`config.mk`:
```
export PLATFORM = sky130hd
export DESIGN_NAME = scl_clkgen
export DESIGN_NICKNAME = d
export VERILOG_FILES = /design/src/rtl/scl_gen_pkg.sv /design/src/rtl/scl_phase_len.sv /design/src/rtl/scl_rise_limit.sv /design/src/rtl/scl_phase_ctrl.sv /design/src/rtl/scl_clkgen.sv
export SDC_FILE = /design/constraint.sdc
export NUM_CORES = 1
export LEC_CHECK = 0
export ABC_CLOCK_PERIOD_IN_PS = 9800
export BUFFER_PORTS_ARGS = -buffer_cell sky130_fd_sc_hd__buf_2
export CAP_MARGIN = 20
export CORE_MARGIN = 2
export CORE_UTILIZATION = 31
export CTS_CLUSTER_DIAMETER = 40
export DETAILED_ROUTE_END_ITERATION = 7
export SYNTH_ARGS = -nofsm -noshare
export SYNTH_HDL_FRONTEND = slang
export SYNTH_SLANG_ARGS = --single-unit
```
`constraint.sdc`:
```
create_clock -name clk -period 9.8 [get_ports clk]
set_input_delay 0.98 -clock clk [delete_from_list [all_inputs] [get_ports clk]]
set_output_delay 0.98 -clock clk [all_outputs]
set_load 0.1 [all_outputs]
```
`src/rtl/scl_gen_pkg.sv`:
```
// Shared types for the SCL clock generator.
package scl_gen_pkg;
    // Phase of the generated clock.
    typedef enum logic [1:0] {
        PH_OFF  = 2'd0,
        PH_LOW  = 2'd1,
        PH_HIGH = 2'd2
    } scl_phase_t;
endpackage

```
`src/rtl/scl_phase_len.sv`:
```
// Turns the programmed count, mode and duty select into phase lengths.
// Assumes: PH_W is wide enough to hold 16 times the largest count.
module scl_phase_len #(
    parameter int CNT_W = 12,
    parameter int PH_W  = CNT_W + 4
) (
    input  logic             fast_mode,
    input  logic             duty_169,
    input  logic [CNT_W-1:0] ccr_count,
    output logic [PH_W-1:0]  low_len,
    output logic [PH_W-1:0]  high_len,
    output logic [PH_W-1:0]  half_high
);
    localparam int STD_MIN  = 4;
    localparam int FAST_MIN = 1;

    logic [PH_W-1:0] n_eff;

    // Raise the count to the minimum that the selected mode allows.
    always_comb begin
        n_eff = PH_W'(ccr_count);
        if (fast_mode) begin
            if (ccr_count < CNT_W'(FAST_MIN)) n_eff = PH_W'(FAST_MIN);
        end else begin
            if (ccr_count < CNT_W'(STD_MIN)) n_eff = PH_W'(STD_MIN);
        end
    end

    // Choose the low and high lengths that match the selected ratio.
    always_comb begin
        if (!fast_mode) begin
            low_len  = n_eff;
            high_len = n_eff;
        end else if (!duty_169) begin
            low_len  = n_eff << 1;
            high_len = n_eff;
        end else begin
            low_len  = n_eff << 4;
            high_len = (n_eff << 3) + n_eff;
        end
        half_high = high_len >> 1;
    end
endmodule

```
`src/rtl/scl_rise_limit.sv`:
```
// Clamps the rise-time wait limit to its legal floor.
// Assumes: the field width itself bounds the maximum.
module scl_rise_limit #(
    parameter int RT_W = 6
) (
    input  logic [RT_W-1:0] rise_raw,
    output logic [RT_W-1:0] rise_lim
);
    localparam int RT_FLOOR = 2;

    // Raise values under the floor to the floor.
    always_comb begin
        rise_lim = (rise_raw < RT_W'(RT_FLOOR)) ? RT_W'(RT_FLOOR) : rise_raw;
    end
endmodule

```
`src/rtl/scl_phase_ctrl.sv`:
```
// Phase sequencer: counts low phases, waits for the line to rise and
// counts high phases, then raises the strobes for the bit engine.
// Assumes: the lengths are at least 1 and stay stable while enabled.
module scl_phase_ctrl
    import scl_gen_pkg::*;
#(
    parameter int PH_W = 16,
    parameter int RT_W = 6
) (
    input  logic            clk,
    input  logic            rst_n,
    input  logic            en,
    input  logic            scl_sense,
    input  logic [PH_W-1:0] low_len,
    input  logic [PH_W-1:0] high_len,
    input  logic [PH_W-1:0] half_high,
    input  logic [RT_W-1:0] rise_lim,
    output logic            pull_low,
    output logic            strobe_mid,
    output logic            strobe_fall
);
    scl_phase_t      phase_q;
    logic [PH_W-1:0] cnt_q;
    logic [RT_W-1:0] wait_q;
    logic            started_q;
    logic            fall_q;

    logic in_high;
    logic go;
    logic last_low;
    logic last_high;

    // Decide whether the high count advances and where a phase ends.
    always_comb begin
        in_high   = (phase_q == PH_HIGH);
        go        = in_high && (started_q || scl_sense || (wait_q == rise_lim));
        last_low  = (phase_q == PH_LOW) && (cnt_q == low_len - PH_W'(1));
        last_high = go && (cnt_q == high_len - PH_W'(1));
    end

    // Advance the phase, the cycle counter and the rise wait.
    always_ff @(posedge clk) begin
        if (!rst_n || !en) begin
            phase_q   <= PH_OFF;
            cnt_q     <= '0;
            wait_q    <= '0;
            started_q <= 1'b0;
            fall_q    <= 1'b0;
        end else begin
            fall_q <= 1'b0;
            case (phase_q)
                PH_OFF: begin
                    phase_q <= PH_LOW;
                    cnt_q   <= '0;
                    fall_q  <= 1'b1;
                end
                PH_LOW: begin
                    if (last_low) begin
                        phase_q   <= PH_HIGH;
                        cnt_q     <= '0;
                        wait_q    <= '0;
                        started_q <= 1'b0;
                    end else begin
                        cnt_q <= cnt_q + PH_W'(1);
                    end
                end
                PH_HIGH: begin
                    if (go) begin
                        started_q <= 1'b1;
                        if (last_high) begin
                            phase_q <= PH_LOW;
                            cnt_q   <= '0;
                            fall_q  <= 1'b1;
                        end else begin
                            cnt_q <= cnt_q + PH_W'(1);
                        end
                    end else begin
                        wait_q <= wait_q + RT_W'(1);
                    end
                end
                default: phase_q <= PH_OFF;
            endcase
        end
    end

    // Drive the line request and the strobes.
    always_comb begin
        pull_low    = (phase_q == PH_LOW);
        strobe_fall = fall_q;
        strobe_mid  = go && (cnt_q == half_high);
    end
endmodule

```
`src/rtl/scl_clkgen.sv`:
```
// Top of the SCL clock generator: phase lengths, rise wait clamp and
// the sequencer that drives the line request and strobes.
// Assumes: configuration changes only while en is low.
module scl_clkgen #(
    parameter int CNT_W = 12,
    parameter int RT_W  = 6
) (
    input  logic             clk,
    input  logic             rst_n,
    input  logic             en,
    input  logic             fast_mode,
    input  logic             duty_169,
    input  logic [CNT_W-1:0] ccr_count,
    input  logic [RT_W-1:0]  rise_limit,
    input  logic             scl_sense,
    output logic             scl_pull_low,
    output logic             strobe_mid_high,
    output logic             strobe_fall
);
    localparam int PH_W = CNT_W + 4;

    logic [PH_W-1:0] low_len;
    logic [PH_W-1:0] high_len;
    logic [PH_W-1:0] half_high;
    logic [RT_W-1:0] rise_lim;

    scl_phase_len #(.CNT_W(CNT_W), .PH_W(PH_W)) u_len (
        .fast_mode (fast_mode),
        .duty_169  (duty_169),
        .ccr_count (ccr_count),
        .low_len   (low_len),
        .high_len  (high_len),
        .half_high (half_high)
    );

    scl_rise_limit #(.RT_W(RT_W)) u_rise (
        .rise_raw (rise_limit),
        .rise_lim (rise_lim)
    );

    scl_phase_ctrl #(.PH_W(PH_W), .RT_W(RT_W)) u_ctrl (
        .clk         (clk),
        .rst_n       (rst_n),
        .en          (en),
        .scl_sense   (scl_sense),
        .low_len     (low_len),
        .high_len    (high_len),
        .half_high   (half_high),
        .rise_lim    (rise_lim),
        .pull_low    (scl_pull_low),
        .strobe_mid  (strobe_mid_high),
        .strobe_fall (strobe_fall)
    );
endmodule

```
Word-level counts from Yosys, hierarchy flattened
Index checks and enable logic that the tools add are counted.
{ "op_classes": {"add_sub_neg": 5, "order_cmp": 3, "n_eq_ne": 10, "muxes": 25, "n_reduce_logical": 16} }
{ "op_table": {"columns": ["op", "count"], "rows": [
  ["16-bit 2-to-1 mux", 8],
  ["16-bit one-hot mux with 3 select lines", 1],
  ["16-bit equality test", 2],
  ["16-bit by 1-bit subtractor with 16-bit output, second input constant", 2],
  ["12-bit 2-to-1 mux", 2],
  ["6-bit 2-to-1 mux", 3],
  ["16-bit by 1-bit adder with 16-bit output, second input constant", 1],
  ["16-bit adder", 1],
  ["16-bit by 15-bit equality test with 1-bit output", 1],
  ["12-bit by 1-bit less-than comparator with 1-bit output, second input constant", 1],
  ["12-bit by 3-bit less-than comparator with 1-bit output, second input constant", 1],
  ["6-bit one-hot mux with 2 select lines", 1],
  ["3-bit AND reduction", 3],
  ["6-bit by 1-bit adder with 6-bit output, second input constant", 1],
  ["6-bit equality test", 1],
  ["6-bit by 2-bit less-than comparator with 1-bit output, second input constant", 1],
  ["2-bit 2-to-1 mux", 3],
  ["2-bit inequality test, second input constant", 3],
  ["2-bit one-hot mux with 3 select lines", 1],
  ["1-bit logical AND", 4],
  ["1-bit 2-to-1 mux", 4],
  ["1-bit one-hot mux with 2 select lines", 2],
  ["1-bit logical OR", 3],
  ["3-bit nonzero test", 1],
  ["other kinds (7)", 8]
]} }
{ "word_totals": {"ff_bits": 26, "input_bits": 24, "output_inout_bits": 3, "elab_cells": 64} }

Logic depth before layout (Yosys ltp)
{ "logic_depth": {"ltp_word": 12, "mapped_depth": 21, "depth_no_buf": 18} }

Hierarchy
Synthesis repeated with hierarchy kept, for this count alone.
{ "hier_totals": {"hier_cells": 590, "area_unflattened_um2": 4230.3} }
{ "by_module_without_submodules": {"columns": ["module", "n_inst", "cells_each", "area_per_inst_um2", "seq_area_each_um2"], "rows": [
  ["scl_phase_ctrl", 1, 402, 2979.1, 520.5],
  ["scl_phase_len", 1, 180, 1206.2, 0.0],
  ["scl_rise_limit", 1, 8, 45.0, 0.0]
]} }

Worst setup path after synthesis
OpenSTA, ideal clock, no wires.
{ "synth_path": {"kind": "input port to output port", "from": "input port ccr_count[10]", "to": "output port strobe_mid_high", "t_arrival_ns": 7.031, "required_ns": 8.820, "path_slack_ns": 1.789, "path_stages": 16, "n_path_buf": 1, "cell_sequence": "buf_2 nor4_4 a31oi_1 a21oi_1 ha_1 inv_1 fa_1 nor2b_1 nand3_1 o21a_1 o211a_1 nor2_1 xor2_1 nor4_1 nand4_1 nor4_1"} }
{ "synth_via": {"elab_chain_len": 8, "word_cells_on_any_way": 10, "cone_classes": "add/sub (1); order compare (2); eq/ne (1); mux (5); reduce/logical (1)"} }
{ "synth_lines": {"columns": ["element", "line", "text"], "rows": [
  ["start, declared", "scl_clkgen.sv:13", "input logic [CNT_W-1:0] ccr_count,"],
  ["12-bit by 3-bit less-than comparator with 1-bit output or 12-bit by 1-bit less-than comparator with 1-bit output (tied branches)", "scl_phase_len.sv:25, scl_phase_len.sv:23", null],
  ["12-bit 2-to-1 mux (on tied branches)", "scl_phase_len.sv:25, scl_phase_len.sv:23", null],
  ["16-bit 2-to-1 mux *", "scl_phase_len.sv:22", "if (fast_mode) begin"],
  ["16-bit adder", "scl_phase_len.sv:39", "high_len = (n_eff << 3) + n_eff;"],
  ["16-bit 2-to-1 mux", "scl_phase_len.sv:34", "end else if (!duty_169) begin"],
  ["16-bit 2-to-1 mux *", "scl_phase_len.sv:31", "if (!fast_mode) begin"],
  ["16-bit by 15-bit equality test with 1-bit output *", "scl_phase_ctrl.sv:90", "strobe_mid = go && (cnt_q == half_high);"],
  ["1-bit logical AND *", "scl_phase_ctrl.sv:90", null],
  ["end, declared", "scl_clkgen.sv:17", "output logic strobe_mid_high,"]
]} }
Mark *: on every way between the ends. The rest lies on a longest branch, timed or not.

Worst setup path after layout
Same ends and word-level chain as after synthesis.

==> impl_metrics.json <==
{
  "clock_sink_count": 26,
  "holdCritStartpoint": "u_ctrl.wait_q[5]",
  "crit_start": "ccr_count[10]",
  "crit_family": "simple AND/OR/NAND/NOR gates",
  "path_buf_inv": 3,
  "maxSlewViolCount": 0,
  "peakVddDrop_mv": 0.0619,
  "gp_congestion": 0.886,
  "syn_area_per_cell_um2": 7.14,
  "die_h_um": 126,
  "synthToLayoutAreaGrowth_pct": 4.48,
  "r2r-start": "u_ctrl.cnt_q[5]",
  "worstMarginPinSlew_ps": 731,
  "drt_iter0_drc": 354,
  "met3_wirelength_um": 595,
  "ys.flop_type": "dfxtp_1",
  "yosysUniqueCellTypes": 86,
  "firstDrtPassIters": 5,
  "cts_max_level": 1,
  "fin_nets": 657,
  "grt_use_total": 0.171,
  "syn_area_um2": 4580,
  "period_share": 0.674,
  "cpPeakStageDelay_ps": 470,
  "cts_buffers": 3,
  "cts.clk_slew.worst_paths_ps": 70,
  "cts_tree": "done",
  "outcome": "complete, no violations",
  "wl_met2_um": 6110,
  "vias_per_cell": 5.87,
  "insertion_delay_ps": 260,
  "top_layer_used": "met4",
  "overflow": 0,
  "yosysWarningCount": 0,
  "relSlewSlack": 0.511,
  "fin_setup_tns_ps": 0,
  "die_x_um": 126,
  "syn-instance-count": 641,
  "ctsResizeCount": 0,
  "powerDensity_nw_per_um2": 82.3,
  "synth_fp_nets": 683,
  "synth_edf_count": 0,
  "pre_cts_ws_ps": 3290,
  "post-cts-setup-buffer-count": 0,
  "postRouteAntennaNets": 0,
  "cp.arrival_ps": 5620,
  "io_pins": 27,
  "rsz0062_at_grt": "no",
  "grt_pass1_wl_um": 22800,
  "dp_hpwl_um": 10300,
  "drt-total-wl_um": 13600,
  "fin_skew_ps": 4.70,
  "slowest_stage": "buf_2",
  "fill_cells": 1581,
  "row_count": 44,
  "final.setup.worst_slack_ps": 3200,
  "drt-wirelength-per-cell_um": 17.1,
  "period_minus_slack_ps": 6600,
  "core_um2": 14500,
  "critical_path.startpoint_type": "input pin",
  "initial_core_util": 0.316,
  "wl_met1_um": 6820,
  "hold_viol": 0,
  "numPortBuffers": 26,
  "path_cells": "buf_2, nor4_4, a31oi_1, a21oi_1, ha_1, inv_1, fa_1, nor2b_1, nand3_1, o21a_1, o211a_1, nor2_1, xor2_1, nor4_1, nand4_1, nor4_1, buf_2",
  "cts-root-buf": "clkbuf_16",
  "crit_required_ps": 8820,
  "leakage_uw": 0.00169,
  "fmax_mhz": 151,
  "diodes": 0,
  "design.die.area_um2": 15800,
  "critPathCaptureType": "output port",
  "path_max_fanout": 17,
  "clockBufferDepth": 2,
  "min_path_type": "reg -> reg",
  "synth_seq_cells": 26,
  "drive_above_1_share": 0.0993,
  "drc_errors": 0,
  "finalSetupViolations": 0,
  "postCtsHoldBufs": 0,
  "grt_pass1_vias": 4360,
  "holdPathStages": 2,
  "num_vias": 4682,
  "async_reset_ff_frac": 0,
  "maxCapViolations": 0,
  "grt_max_degree": 36,
  "path_depth": 17,
  "rr_worst_depth": 10,
  "antenna_found_initial": 0,
  "ys_seq_area_frac": 0.114,
  "crit_type": "in -> out"
}
==> Yosys cell counts (all sizes together) (4+ instances only) <==
library cell  instances  share of area
o21ai                25          0.028
nand4                11          0.015
o21a                  7          0.011
mux2i                13          0.028
nor3                 28          0.031
xnor2                39          0.075
and3                 15          0.020
nand3                24          0.026
a211oi               17          0.028
a221oi                7          0.017
or4                   7          0.013
o211ai               15          0.025
a31oi                15          0.020
nor2                 56          0.046
nor4                 18          0.031
ha                   17          0.046
nand2                46          0.038
a21o                  8          0.013
o22a                  4         0.0076
a21oi                29          0.033
clkbuf               33          0.027
a2bb2oi               6          0.011
o31ai                 5          0.010
buf                  26          0.030
nand2b               10          0.015
or2                   4         0.0055
dfxtp                26           0.11
xor2                 26          0.050
or3                   6         0.0093
and2                  4         0.0055
a221o                 4         0.0087
mux2                  5          0.012
inv                  26          0.021
==> layer usage <==
| layer | vias up | GRT usage |
|---|---|---|
| met1 | 2229 | 0.256 |
| met4 | 0 | 0.0235 |
| met5 | - | 0 |
| li1 | 2332 | - |
| met2 | 107 | 0.271 |
| met3 | 14 | 0.0175 |
==> logic make-up after synthesis <==
kind of cell | Yosys count | synth area share
AND/OR/NAND/NOR | 248 | 0.292
AO/OA/AOI/OAI | 179 | 0.290
buffers and inverters | 85 | 0.0779
XOR/XNOR | 67 | 0.134
flip-flops | 26 | 0.114
multiplexers | 18 | 0.0407
adder cells (fa/ha/maj) | 18 | 0.0508
==> tightest hold or removal path, stage by stage, from the launching register on <==
cell,delay [ps]
dfxtp_1,330
o21ai_0,80
a21oi_1,60
==> cell usage in the layout, fill, tap and decap left out, drive strengths merged, types with 10 or more instances in the layout <==
cell type  count
nor2          56
nand2         46
xnor2         39
a21oi         29
nor3          28
buf           28
xor2          26
inv           26
dfxtp         26
o21ai         25
nand3         24
nor4          18
a211oi        17
ha            17
and3          15
a31oi         15
o211ai        15
mux2i         13
nand4         11
nand2b        10
==> metrics by stage <==
stage | power, uW | instance area, um2 | std cells | utilization | hold slack (ps)
after CTS | 394 | 4780 | 798 | 0.330 | 514
after detailed placement | 292 | 4700 | 794 | 0.324 | 495
after floorplan | 256 | 4580 | 641 | - | 470
final | 394 | 4780 | 798 | 0.330 | 515
after global routing | 420 | 4780 | 798 | 0.330 | 530
after global placement | 292 | 4700 | 794 | 0.324 | 488
==> flip-flops by register name, indices dropped and copies added (netlist names) <==
signal              count
u_ctrl.strobe_fall      1
u_ctrl.wait_q           6
u_ctrl.started_q        1
u_ctrl.phase_q          2
u_ctrl.cnt_q           16
==> worst paths after layout <==
check	end	slack, ps
worst max-delay path	strobe_mid_high	3200
worst min register to register	u_ctrl.wait_q[5]	510
worst min-delay path	u_ctrl.wait_q[5]	510
worst max register to register	u_ctrl.cnt_q[13]	6050
==> area by class of cell <==
cell class / count / area, um2 / share of cell area
Clock buffer: 4 / 88.8 / 0.0186
Inverter: 26 / 97.6 / 0.0204
Multi-Input combinational cell: 530 / 3700 / 0.774
Sequential cell: 26 / 520 / 0.109
Tap cell: 184 / 230 / 0.0481
Timing Repair Buffer: 28 / 145 / 0.0303
==> power by group <==
part	total (uW)	switching [uW]	internal [uW]
Sequential	114	6.03	108
Combinational	179	112	66.5
Clock	101	38.4	62.5
Total	394	157	237
No activity file was read; power rests on OpenSTA's default activity.
